--- config.mk ---
export PLATFORM = sky130hd
export DESIGN_NAME = dma_req_screen
export DESIGN_NICKNAME = d
export VERILOG_FILES = /design/src/rtl/dma_req_screen_pkg.sv /design/src/rtl/dma_req_rules.sv /design/src/rtl/dma_req_fifo.sv /design/src/rtl/dma_req_screen.sv
export SDC_FILE = /design/constraint.sdc
export NUM_CORES = 1
export LEC_CHECK = 0
export ABC_CLOCK_PERIOD_IN_PS = 1850
export BUFFER_PORTS_ARGS = -buffer_cell sky130_fd_sc_hd__buf_4
export CAP_MARGIN = 20
export CORE_ASPECT_RATIO = 1.75
export CORE_UTILIZATION = 62
export DETAILED_ROUTE_END_ITERATION = 8
export PLACE_DENSITY_LB_ADDON = 0.15
export RECOVER_POWER = 100
export SLEW_MARGIN = 20
export SYNTH_ARGS = -nofsm -noshare
export SYNTH_HDL_FRONTEND = slang
export SYNTH_HIERARCHICAL = 1
export SYNTH_SLANG_ARGS = --single-unit
export TNS_END_PERCENT = 10
--- constraint.sdc ---
create_clock -name clk -period 1.85 [get_ports clk]
set_input_delay 0.0925 -clock clk [delete_from_list [all_inputs] [get_ports clk]]
set_output_delay 0.0925 -clock clk [all_outputs]
set_load 0.05 [all_outputs]
--- src/rtl/dma_req_screen_pkg.sv ---
package dma_req_screen_pkg;

  localparam int LEN_W   = 16;
  localparam int MODE_W  = 3;
  localparam int AMODE_W = 2;
  localparam int WCODE_W = 5;
  localparam int ALIGN_LSB = 2;  // word alignment for swap / reverse

  typedef enum logic [2:0] {
    ST_OK        = 3'd0,
    ST_FAIL      = 3'd1,
    ST_BAD_WIDTH = 3'd2,
    ST_BAD_LEN   = 3'd3,
    ST_BAD_MODE  = 3'd4,
    ST_BAD_AMODE = 3'd5,
    ST_FULL      = 3'd6
  } req_status_e;

  localparam logic [MODE_W-1:0]  MODE_SWAP   = MODE_W'(2);
  localparam logic [MODE_W-1:0]  MODE_REV    = MODE_W'(3);
  localparam logic [MODE_W-1:0]  MODE_LAST   = MODE_W'(3);
  localparam logic [AMODE_W-1:0] AM_INC_FIX  = AMODE_W'(1);
  localparam logic [AMODE_W-1:0] AM_FIX_INC  = AMODE_W'(2);
  localparam logic [AMODE_W-1:0] AM_FIX_FIX  = AMODE_W'(3);
  localparam logic [WCODE_W-1:0] WC_LAST     = WCODE_W'(15);
  localparam logic [WCODE_W-1:0] WC_BDST_LO  = WCODE_W'(9);
  localparam logic [WCODE_W-1:0] WC_BDST_HI  = WCODE_W'(11);
  localparam logic [WCODE_W-1:0] WC_BSRC_LO  = WCODE_W'(12);

  // destination side is a burst
  function automatic logic wc_burst_dst(input logic [WCODE_W-1:0] wc);
    return ((wc >= WC_BDST_LO) && (wc <= WC_BDST_HI)) || (wc == WC_LAST);
  endfunction

  // source side is a burst
  function automatic logic wc_burst_src(input logic [WCODE_W-1:0] wc);
    return (wc >= WC_BSRC_LO) && (wc <= WC_LAST);
  endfunction

endpackage

--- src/rtl/dma_req_rules.sv ---
module dma_req_rules
  import dma_req_screen_pkg::*;
(
  input  logic               enabled,
  input  logic               queue_full,
  input  logic [LEN_W-1:0]   len,
  input  logic [MODE_W-1:0]  mode,
  input  logic [AMODE_W-1:0] amode,
  input  logic [WCODE_W-1:0] wcode,
  output req_status_e        status
);

  logic dst_fixed, src_fixed;
  logic width_bad, len_bad, mode_bad, amode_bad;

  always_comb begin
    dst_fixed = (amode == AM_INC_FIX) || (amode == AM_FIX_FIX);
    src_fixed = (amode == AM_FIX_INC) || (amode == AM_FIX_FIX);
    // range plus burst-against-fixed-address rules
    width_bad = (wcode > WC_LAST)
              || (wc_burst_dst(wcode) && dst_fixed)
              || (wc_burst_src(wcode) && src_fixed);
    // swap / reverse need whole words; 0 encodes 65536 and is aligned
    len_bad   = ((mode == MODE_SWAP) || (mode == MODE_REV))
              && (len[ALIGN_LSB-1:0] != '0);

    mode_bad  = mode > MODE_LAST;

    amode_bad = amode == AM_FIX_FIX;
  end

  // fixed precedence chain
  always_comb begin
    if (!enabled)        status = ST_FAIL;
    else if (width_bad)  status = ST_BAD_WIDTH;
    else if (len_bad)    status = ST_BAD_LEN;
    else if (mode_bad)   status = ST_BAD_MODE;
    else if (amode_bad)  status = ST_BAD_AMODE;
    else if (queue_full) status = ST_FULL;
    else                 status = ST_OK;
  end

endmodule

--- src/rtl/dma_req_fifo.sv ---
module dma_req_fifo #(
  parameter int DATA_W = 64,
  parameter int DEPTH  = 16,
  localparam int PTR_W = (DEPTH > 1) ? $clog2(DEPTH) : 1,
  localparam int CNT_W = $clog2(DEPTH + 1)
) (
  input  logic              clk,
  input  logic              rst_n,
  input  logic              push,
  input  logic [DATA_W-1:0] wdata,
  input  logic              pop,
  output logic [DATA_W-1:0] rdata,
  output logic [CNT_W-1:0]  count,
  output logic              full
);

  logic [DATA_W-1:0] slot_q [DEPTH];
  logic [DEPTH-1:0]  slot_we;
  logic [PTR_W-1:0]  wr_ptr_q, wr_ptr_d, rd_ptr_q, rd_ptr_d;
  logic [CNT_W-1:0]  cnt_q, cnt_d;
  logic              push_do, pop_do;

  assign full    = cnt_q == CNT_W'(DEPTH);
  assign push_do = push && !full;
  assign pop_do  = pop && (cnt_q != '0);

  // next state
  always_comb begin
    wr_ptr_d = wr_ptr_q;
    rd_ptr_d = rd_ptr_q;
    cnt_d    = cnt_q;
    if (push_do)
      wr_ptr_d = (wr_ptr_q == PTR_W'(DEPTH - 1)) ? '0 : wr_ptr_q + 1'b1;
    if (pop_do)
      rd_ptr_d = (rd_ptr_q == PTR_W'(DEPTH - 1)) ? '0 : rd_ptr_q + 1'b1;
    case ({push_do, pop_do})
      2'b10:   cnt_d = cnt_q + 1'b1;
      2'b01:   cnt_d = cnt_q - 1'b1;
      default: cnt_d = cnt_q;
    endcase
  end

  // control registers
  always_ff @(posedge clk or negedge rst_n) begin
    if (!rst_n) begin
      wr_ptr_q <= '0;
      rd_ptr_q <= '0;
      cnt_q    <= '0;
    end else begin
      wr_ptr_q <= wr_ptr_d;
      rd_ptr_q <= rd_ptr_d;
      cnt_q    <= cnt_d;
    end
  end

  // per-slot write enables
  for (genvar i = 0; i < DEPTH; i++) begin : g_we
    assign slot_we[i] = push_do && (wr_ptr_q == PTR_W'(i));
  end

  // storage, no reset
  always_ff @(posedge clk) begin
    for (int i = 0; i < DEPTH; i++)
      if (slot_we[i]) slot_q[i] <= wdata;
  end

  assign rdata = slot_q[rd_ptr_q];
  assign count = cnt_q;

  a_r10_count_bound: assert property (@(posedge clk) disable iff (!rst_n)
    cnt_q <= CNT_W'(DEPTH));

  a_r10_push_inc: assert property (@(posedge clk) disable iff (!rst_n)
    (push && !full && !pop) |=> (cnt_q == CNT_W'($past(cnt_q) + 1'b1)));

  a_r10_pop_empty: assert property (@(posedge clk) disable iff (!rst_n)
    (pop && !push && (cnt_q == '0)) |=> (cnt_q == '0));

  a_r10_both_hold: assert property (@(posedge clk) disable iff (!rst_n)
    (push && !full && pop && (cnt_q != '0)) |=> $stable(cnt_q));

endmodule

--- src/rtl/dma_req_screen.sv ---
module dma_req_screen
  import dma_req_screen_pkg::*;
#(
  parameter int ADDR_W = 32,
  parameter int DEPTH  = 16,
  localparam int CNT_W = $clog2(DEPTH + 1)
) (
  input  logic               clk,
  input  logic               rst_n,
  input  logic               init_strobe,
  input  logic               req_valid,
  input  logic [ADDR_W-1:0]  req_src,
  input  logic [ADDR_W-1:0]  req_dst,
  input  logic [LEN_W-1:0]   req_len,
  input  logic [MODE_W-1:0]  req_mode,
  input  logic [AMODE_W-1:0] req_amode,
  input  logic [WCODE_W-1:0] req_wcode,
  output logic               stat_valid,
  output logic [2:0]         stat_code,
  output logic               q_valid,
  input  logic               q_pop,
  output logic [ADDR_W-1:0]  q_src,
  output logic [ADDR_W-1:0]  q_dst,
  output logic [LEN_W-1:0]   q_len,
  output logic [MODE_W-1:0]  q_mode,
  output logic [AMODE_W-1:0] q_amode,
  output logic [WCODE_W-1:0] q_wcode,
  output logic [CNT_W-1:0]   pend_count
);

  localparam int ENTRY_W = 2 * ADDR_W + LEN_W + MODE_W + AMODE_W + WCODE_W;

  // reset: asynchronous assert, synchronous release
  logic [1:0] rst_sync_q;
  logic       rst_int_n;

  always_ff @(posedge clk or negedge rst_n) begin
    if (!rst_n) rst_sync_q <= '0;
    else        rst_sync_q <= {rst_sync_q[0], 1'b1};
  end
  assign rst_int_n = rst_sync_q[1];

  // enable latch
  logic init_q, init_d;
  always_comb init_d = init_q | init_strobe;

  always_ff @(posedge clk or negedge rst_int_n) begin
    if (!rst_int_n) init_q <= 1'b0;
    else            init_q <= init_d;
  end

  // checks
  req_status_e status;
  logic        q_full;
  logic        accept;

  dma_req_rules u_rules (
    .enabled    (init_q),
    .queue_full (q_full),
    .len        (req_len),
    .mode       (req_mode),
    .amode      (req_amode),
    .wcode      (req_wcode),
    .status     (status)
  );

  assign accept     = req_valid && (status == ST_OK);
  assign stat_valid = req_valid;
  assign stat_code  = status;

  // queue
  logic [ENTRY_W-1:0] push_word, head_word;

  assign push_word = {req_src, req_dst, req_len, req_mode, req_amode, req_wcode};

  dma_req_fifo #(
    .DATA_W (ENTRY_W),
    .DEPTH  (DEPTH)
  ) u_fifo (
    .clk   (clk),
    .rst_n (rst_int_n),
    .push  (accept),
    .wdata (push_word),
    .pop   (q_pop),
    .rdata (head_word),
    .count (pend_count),
    .full  (q_full)
  );

  assign {q_src, q_dst, q_len, q_mode, q_amode, q_wcode} = head_word;
  assign q_valid = pend_count != '0;

  a_r1_empty_before_init: assert property (@(posedge clk) disable iff (!rst_int_n)
    !init_q |-> (pend_count == '0));

  a_r8_full_refused: assert property (@(posedge clk) disable iff (!rst_int_n)
    (req_valid && (pend_count == CNT_W'(DEPTH))) |-> (stat_code != ST_OK));

  a_r10_accept_grows: assert property (@(posedge clk) disable iff (!rst_int_n)
    (req_valid && (stat_code == ST_OK) && !q_pop)
      |=> (pend_count == CNT_W'($past(pend_count) + 1'b1)));

  a_r9_head_held: assert property (@(posedge clk) disable iff (!rst_int_n)
    (q_valid && !q_pop) |=> $stable(head_word));

endmodule

==> summary.txt, run 1 <==
Layout
  – Count of filler cells inserted in the layout: roughly 4400
  – Final #Nets: between 3000 and 4000
  – Most frequent cells in the layout: sky130_fd_sc_hd__edfxtp_1 (1440), sky130_fd_sc_hd__mux2i_1 (254), sky130_fd_sc_hd__mux4_2 (237)
  – Share of cells above drive strength 1: 0.348
  – Count of antenna diodes in the layout: 0
  – Most common cell after layout, fill and taps aside: sky130_fd_sc_hd__edfxtp_1
  – Final Cell Area: roughly 70000 um2
  – Area grow syn2layout: 25.5%

Setup path
  – Reg2reg setup slack: -1.19 ns
  – Critical register-to-register path endpoint: u_fifo/slot_q[0][60]
  – Family with the most delay on the worst path: buffers and inverters
  – Cells on worst reg2reg path: 14
  – Crit path largest cell delay: ~0.55 ns
  – Startpoint of the worst-slack reg-to-reg timing path: u_fifo/count[2]
  – Buffer and inverter count on the worst path: 5
  – Data required time at the worst endpoint: ~1.8 ns
  – Max Fanout on Critical Path: 9
  – Critical Path Sink Type: primary output
  – Classification of the worst setup path: reg -> out
  – Critical path data arrival time: between 2 and 3 ns
  – Critical Path Start Type: flip-flop
  – Critical Path, Cell by Cell: buf_12 > buf_12 > clkbuf_16 > buf_4 > mux4_1 > a32oi_1 > o21ai_1 > buf_6
  – Slowest cell on crit path: sky130_fd_sc_hd__mux4_1
  – Cell seen most often among critical-path stages: sky130_fd_sc_hd__buf_12

Drt
  – Count of vias placed by the detailed router: 30100
  – Detailed-route wire length: 147000 um
  – Residual DRC count: 0
  – Final antenna-violating net count: 0
  – Via density: 6.67
  – Post-DR wirelength/cell: roughly 33 um
  – Total iterations of the first detailed-routing run: 8
  – Initial DRC Count: around 3200

STA
  – Post-route worst hold slack: between 0.15 and 0.2 ns
  – Crit share post-route: 1.66
  – Relative max-transition margin: 0.370
  – Worst-case setup margin in the final layout: -1.22 ns
  – Largest clock skew in the final design: ~0.015 ns
  – Worst Max-Slew Pin Slew: 0.945 ns
  – Final-report setup violation count: between 1500 and 2000
  – Post-route minimum period: about 3 ns
  – Setup repair after global routing missed its margin: yes
  – Achievable Freq: approximately 330 MHz
  – Max-slew violation count: 0
  – Final hold violation count: 0

Run status
  – Violations in the final reports: setup timing
  – Outcome: finished, violations left

Yosys
  – Most instantiated flip-flop cell in the synthesis netlist: sky130_fd_sc_hd__edfxtp_1
  – Post-synthesis sequential element count: roughly 1500
  – Share of the yosys chip area belonging to registers: 0.778
  – Mean area per synthesized cell: about 22 um2
  – Fraction of the mapped netlist area in adder cells: 0.00236
  – Number of synthesis warnings: 6
  – Compound-gate portion of the synthesized area: 0.0374
  – Mux contribution to synthesized area: 0.161
  – Cell variety after synth: 48
  – Net count after synthesis: 2623
  – Largest family of logic cells by synthesized area: multiplexers
  – Fraction of registers with async set or reset after synthesis: 0.0110
  – Area share of xor/xnor cells in the synthesized design: 0.000936
  – Gate Count Post-Synth: 2518
  – Synth area leader: sky130_fd_sc_hd__edfxtp_1
  – Netlist Area Pre-Place: about 56000 um2
  – Post-synth EDFFs: roughly 1400
  – Largest cells by area after synthesis: sky130_fd_sc_hd__edfxtp_1 (77%), sky130_fd_sc_hd__mux4_2 (8.3%), sky130_fd_sc_hd__mux2i_1 (4.8%)
  – Simple-gate area share of the yosys netlist: 0.00461
  – Post-synth top area share: 0.770

CTS
  – Source-to-sink clock delay at the later pin of the worst-skew pair: slightly above 0.7 ns
  – Clock slew seen by the registers of the worst setup and hold paths: around 0.060 ns
  – Clock tree root buffer cell: sky130_fd_sc_hd__clkbuf_16
  – Number of levels in the clock H-tree: 3
  – Total clock buffers created by CTS: roughly 120
  – TritonCTS clock tree: built
  – Maximum clock insertion buffer count: 3
  – Number of sinks driven by the clock tree: approximately 1500

Placement
  – Dpl hpwl: ~84000 um
  – Port buffer count: between 150 and 200
  – Placer congestion estimate: 0.850
  – DP Area: 62800 um2

Global routing
  – Pin count of the biggest net entering global routing: 45
  – GRT overflow: 0
  – All-Layer GR Usage: 0.308
  – Global-route wire length before repair: slightly above 200000 um
  – Via count of the first global-routing pass: approximately 31000
  – Initial antenna violation count: 1

Die
  – Full die area: 91800 um2
  – Total number of placement rows: approximately 150
  – I/O pin count: 195
  – Horizontal die dimension: about 230 um
  – Initial Utilization: 0.628
  – Vertical die dimension: roughly 400 um
  – Core region area: 89400 um2

Job
  – Max-capacitance violation count: 0

Pwr
  – Peak VDD IR: between 1.5 and 2 mV
  – Leakage: between 0.02 and 0.025 uW
  – Power Density: approximately 1500 nW/um2

Worst hold path
  – Worst hold path cell count: 6
  – Worst Hold Endpoint: u_fifo/count[1]
  – Tightest Hold Check Type: in -> reg
  – Hold path start: req_valid
-- sequential cells by signal (all words and copies together), names as in the netlist --
name	flops
u_fifo/slot_q	1440
u_fifo/count	5
u_fifo/rd_ptr_q	4
u_fifo/wr_ptr_q	4
rst_sync_q	2
init_q	1
-- how the worst max path moves through the flow --
stage          cells past startpoint             endpoint               start
2_1_floorplan                      9  u_fifo/slot_q[0][0]     u_fifo/count[0]
3_3_place_gp                      14      u_fifo/count[4]          req_len[1]
3_5_place_dp                      14      u_fifo/count[4]          req_len[1]
4_1_cts                            8            q_dst[19]  u_fifo/rd_ptr_q[0]
5_1_grt                           13      u_fifo/count[4]     u_fifo/count[2]
6_report                           8            q_dst[17]  u_fifo/rd_ptr_q[0]
-- metrics by stage --
| step | std cells | power, uW | util | setup TNS [ns] | setup slack, ns |
|---|---|---|---|---|---|
| 4_1_cts | 4453 | 106000 | 0.775 | -1403.96 | -1.15 |
| 3_3_place_gp | 4089 | 75700 | 0.702 | -1512.56 | -1.32 |
| 6_report | 4508 | 109000 | 0.787 | -1587.82 | -1.22 |
| 3_5_place_dp | 4089 | 76200 | 0.702 | -1609.92 | -1.36 |
| 5_1_grt | 4508 | 112000 | 0.787 | -1669.48 | -1.25 |
| 2_1_floorplan | 2518 | 62200 | - | -3148.59 | -2.82 |
-- kinds of logic after synthesis --
kind of cell,after synthesis
AND/OR/NAND/NOR,53
flip-flops,1456
buffers and inverters,155
XOR/XNOR,6
other,1
AO/OA/AOI/OAI,295
multiplexers,542
adder cells (fa/ha/maj),10
-- where the power goes --
| part | internal [uW] | total (uW) | switching, uW |
|---|---|---|---|
| registers | 37100 | 37500 | 438 |
| clock network | 14300 | 25900 | 11600 |
| logic | 19500 | 45300 | 25900 |
| total | 70900 | 109000 | 37900 |
-- worst reg2reg max path, cell delays in order (launching register included) --
cell                      delay, ns
sky130_fd_sc_hd__dfrtp_2       0.38
sky130_fd_sc_hd__or3_4         0.15
sky130_fd_sc_hd__nor3_4        0.04
sky130_fd_sc_hd__a211o_1       0.27
sky130_fd_sc_hd__o21a_4        0.21
sky130_fd_sc_hd__nor4b_4       0.27
sky130_fd_sc_hd__o31a_1        0.24
sky130_fd_sc_hd__buf_4         0.15
sky130_fd_sc_hd__buf_12        0.16
sky130_fd_sc_hd__nand2_8       0.11
sky130_fd_sc_hd__nor3_4        0.24
sky130_fd_sc_hd__buf_12        0.17
sky130_fd_sc_hd__buf_12        0.15
sky130_fd_sc_hd__buf_4         0.13
sky130_fd_sc_hd__buf_4         0.10
-- synth_stat cells (7+ instances only) --
library cell	count
sky130_fd_sc_hd__a32oi_1	90
sky130_fd_sc_hd__mux2i_1	271
sky130_fd_sc_hd__nor3_1	7
sky130_fd_sc_hd__a22oi_1	90
sky130_fd_sc_hd__nor2_1	15
sky130_fd_sc_hd__buf_2	54
sky130_fd_sc_hd__mux4_1	63
sky130_fd_sc_hd__inv_1	7
sky130_fd_sc_hd__mux4_2	207
sky130_fd_sc_hd__ha_1	9
sky130_fd_sc_hd__dfrtp_1	16
sky130_fd_sc_hd__nand2_1	15
sky130_fd_sc_hd__o21ai_1	90
sky130_fd_sc_hd__edfxtp_1	1440
sky130_fd_sc_hd__buf_6	26
sky130_fd_sc_hd__clkbuf_1	54
-- final cells by class --
class	count	area, um2	area share
sequential	1456	43700	0.620
multi-input combinational	907	12600	0.178
timing repair buffer	746	8760	0.124
clock buffer	140	3100	0.0440
tap	1176	1470	0.0209
clock inverter	75	833	0.0118
inverter	8	32.5	0.000462
-- layer usage --
layer	routed length [um]	share of wire	GRT usage
met1	53100	0.36	0.391
met2	78900	0.53	0.548
met3	9570	0.065	0.0358
met4	5940	0.040	0.117
met5	8	0.000054	0
-- timing repair --
item	4_1_cts	5_1_grt
hold buffers	94	0
buffers inserted	43	31
hold endpoints to repair	1449	0
gates resized for setup	262	158
cloned	13	26
pin swaps	21	42
setup endpoints to repair	1542	1542
No activity file was read; power rests on OpenSTA's default activity.
==> run 2, diff against run 1 <==
--- a/config.mk
+++ b/config.mk
@@ -7,3 +7,2 @@
 export LEC_CHECK = 0
-export ABC_CLOCK_PERIOD_IN_PS = 1850
 export BUFFER_PORTS_ARGS = -buffer_cell sky130_fd_sc_hd__buf_4
@@ -20,2 +19 @@
 export SYNTH_SLANG_ARGS = --single-unit
-export TNS_END_PERCENT = 10
==> constraint.sdc (replaced) <==
create_clock -name clk -period 1.85 [get_ports clk]
set_input_delay 0.37 -clock clk [delete_from_list [all_inputs] [get_ports clk]]
set_output_delay 0.37 -clock clk [all_outputs]
set_load 0.05 [all_outputs]
==> run 2 against run 1 <==
Net effect:
- the flow still finishes with violations (setup timing)
- clock power increased by 5%
- count of clock-buffer cells in the layout increased by 4
- total power increased by 5.1%
- final area increased by 2.4%
- combinational power increased by 9.5%
- utilization increased by 1.9 points
- first-iteration DRC count increased by 12%
- highest routed layer unchanged
==> summary.txt, run 2 (synthesis results as in run 1) <==
Run status
  – Outcome: finished, violations left
  – Violations in the final reports: setup timing

Layout
  – Max FFs per register: 1440 (unchanged)
  – Most frequent cells in the layout: sky130_fd_sc_hd__edfxtp_1 (1440), sky130_fd_sc_hd__mux2i_1 (249), sky130_fd_sc_hd__mux4_2 (236)
  – Final #Nets: 3385 (+1.3%)
  – Most common cell after layout, fill and taps aside: sky130_fd_sc_hd__edfxtp_1
  – Count of antenna diodes in the layout: 0 (unchanged)
  – Area of combinational cells with multiple inputs: 12800 um2 (+2.0%)
  – Register containing the most flip-flops in the final layout: u_fifo/slot_q
  – Footprint of the flip-flops and latches: 43700 um2 (unchanged)
  – Area grow syn2layout: 28.5%
  – Share of cells above drive strength 1: 0.373 (+0.0248)
  – Count of filler cells inserted in the layout: 4005 (-9.5%)

Pwr
  – Cell internal pwr: 74000 uW (+4.4%)
  – Switching portion of total power: 0.352 (+0.00415)
  – Final total power: 114000 uW (+5.1%)
  – Leakage: 0.0238 uW (+3.1%)
  – Clock network fraction of design power: 0.238 (about the same)
  – Share of total power in combinational logic: 0.434 (+0.017)
  – Sequential Power Share: 0.328 (-0.017)
  – Net load switching power: 40300 uW (+6.4%)
  – Peak VDD IR: 2.00 mV (+2.8%)
  – Power Density: 1580 nW/um2 (+2.6%)

Global routing
  – GRT overflow: 0 (unchanged)
  – Pin count of the biggest net entering global routing: 53 (+18%)
  – Global-route wire length before repair: 210000 um (+3.6%)
  – All-Layer GR Usage: 0.323 (+0.0146)
  – Via count of the first global-routing pass: 31400 (+2.0%)
  – Initial antenna violation count: 2 (+1)

STA
  – Relative max-transition margin: 0.272 (-0.0981)
  – Crit share post-route: 1.80 (+0.139)
  – Worst Max-Slew Pin Slew: 1.09 ns (+0.147 ns)
  – Sum of negative setup slack: -1511.42 ns (+76.40 ns)
  – Final-report setup violation count: 1549 (+0.39%)
  – Setup repair after global routing missed its margin: yes
  – Achievable Freq: 301 MHz (-7.7%)
  – Max-slew violation count: 0 (unchanged)
  – Largest clock skew in the final design: 0.0284 ns (+0.0136 ns)
  – Post-route minimum period: 3.32 ns (+0.257 ns)
  – Final hold violation count: 0 (unchanged)
  – Worst-case setup margin in the final layout: -1.47 ns (-0.257 ns)

Die
  – Full die area: 91800 um2 (unchanged)
  – Initial Utilization: 0.628 (unchanged)
  – Vertical die dimension: 400 um (unchanged)
  – Total number of placement rows: 145 (unchanged)
  – Horizontal die dimension: 229 um (unchanged)
  – I/O pin count: 195 (unchanged)
  – Core region area: 89400 um2 (unchanged)

Placement
  – Port buffer count: 194 (unchanged)
  – Dpl hpwl: 83700 um (about the same)
  – Placer congestion estimate: 0.868 (+2.2%)

Setup path
  – Data required time at the worst endpoint: 1.48 ns (-0.28 ns)
  – Max Fanout on Critical Path: 6 (-3)
  – Critical Path Sink Type: primary output
  – Classification of the worst setup path: reg -> out
  – Critical Path Start Type: flip-flop
  – Critical path data arrival time: 2.95 ns (-0.02 ns)

Drt
  – Initial DRC Count: 3538 (+12%)
  – Metal3 WL: 12500 um (+31%)
  – Met2 wire len: 88000 um (+12%)
  – Count of vias placed by the detailed router: 31400 (+4.6%)
  – Residual DRC count: 0 (unchanged)
  – Detailed-route wire length: 163000 um (+11%)
  – Final antenna-violating net count: 0 (unchanged)
  – Post-DR wirelength/cell: 35.8 um (+9.6%)
  – Total iterations of the first detailed-routing run: 5 (-3)
  – Via density: 6.90 (+3.4%)
  – DRT met1 WL: 52700 um (-0.76%)
  – Uppermost layer routed: met5

CTS
  – Clock slew seen by the registers of the worst setup and hold paths: 0.07 ns (about the same)
  – Number of sinks driven by the clock tree: 1456 (unchanged)
  – Clock tree root buffer cell: sky130_fd_sc_hd__clkbuf_16
  – Source-to-sink clock delay at the later pin of the worst-skew pair: 0.76 ns (+0.04 ns)
  – Total clock buffers created by CTS: 120 (+0.84%)
  – Number of levels in the clock H-tree: 3 (unchanged)
  – Maximum clock insertion buffer count: 3 (unchanged)
  – TritonCTS clock tree: built

Job
  – Max-capacitance violation count: 0 (unchanged)

Worst hold path
  – Tightest Hold Check Type: in -> reg
## run 2: cell count changes in the layout (fill, tap and decap cells not counted), moves of 8 or more
cell	change
sky130_fd_sc_hd__clkbuf_1	+8
sky130_fd_sc_hd__a22oi_1	-34
sky130_fd_sc_hd__clkbuf_16	+20
sky130_fd_sc_hd__buf_16	+25
sky130_fd_sc_hd__a22oi_2	+34
sky130_fd_sc_hd__dlygate4sd3_1	-12
## run 2: what timing repair did
action,CTS,global route
hold buffers,82,0
pin swaps,55,78
endpoints found under the hold margin,1267,0
gates cloned,37,45
setup endpoints to repair,1549,1550
gates resized for setup,288,230
setup buffers,62,76
## run 2: metal layers
layer / track usage / vias to the layer above
li1: - / 12300
met1: 0.383 / 16300
met2: 0.588 / 2259
met3: 0.0452 / 535
met4: 0.139 / 4
met5: 0 / -
## run 2: final timing paths
kind                                    start            endpoint  slack (ns)  depth (start not counted)
setup / recovery           u_fifo/rd_ptr_q[0]            q_len[1]       -1.47                          9
max in group asynchronous       rst_sync_q[1]  u_fifo/rd_ptr_q[3]        1.12                          0
min in group asynchronous       rst_sync_q[1]  u_fifo/wr_ptr_q[2]        0.26                          0
hold reg to reg                 rst_sync_q[1]  u_fifo/wr_ptr_q[2]        0.26                          0
setup reg to reg              u_fifo/count[2]     u_fifo/count[4]       -1.19                         14
hold / removal                          q_pop  u_fifo/rd_ptr_q[1]        0.08                          5
## run 2: final cells by class
type | instances | area share
clock buffers | 144 | 0.0432
clock inverters | 79 | 0.0141
inverters | 8 | 0.000451
multi-input cells | 907 | 0.178
flip-flops and latches | 1456 | 0.605
well taps | 1176 | 0.0204
repair buffers | 787 | 0.139
## run 2: through the flow
stage               std cells  utilization  area [um2]  setup WS [ns]  hold slack, ns
finish                   4557        0.807       72100          -1.47          0.0785
floorplan                2518            -       56400          -2.82          0.0744
detailed placement       4055        0.698       62400          -1.69           0.154
global placement         4055        0.698       62400          -1.64           0.153
global route             4557        0.807       72100          -1.51          0.0946
CTS                      4455        0.784       70100          -1.41          0.0370
## run 2: power by group through the flow
stage	clock, uW	combinational [uW]	sequential [uW]
6_report	27200	49600	37500
3_3_place_gp	0	36700	38100
2_1_floorplan	0	24000	38200
4_1_cts	27000	43900	37400
3_5_place_dp	0	37200	38200
5_1_grt	28400	50700	37500
## run 2: worst max-delay path, cell delays in order (launching register included)
cell and delay, ns:
sky130_fd_sc_hd__dfrtp_4 0.51, sky130_fd_sc_hd__buf_12 0.17, sky130_fd_sc_hd__and2_4 0.20, sky130_fd_sc_hd__buf_12 0.15, sky130_fd_sc_hd__clkbuf_16 0.17, sky130_fd_sc_hd__buf_8 0.14
sky130_fd_sc_hd__a22oi_2 0.27, sky130_fd_sc_hd__a32oi_1 0.26, sky130_fd_sc_hd__o21ai_2 0.15, sky130_fd_sc_hd__buf_6 0.18
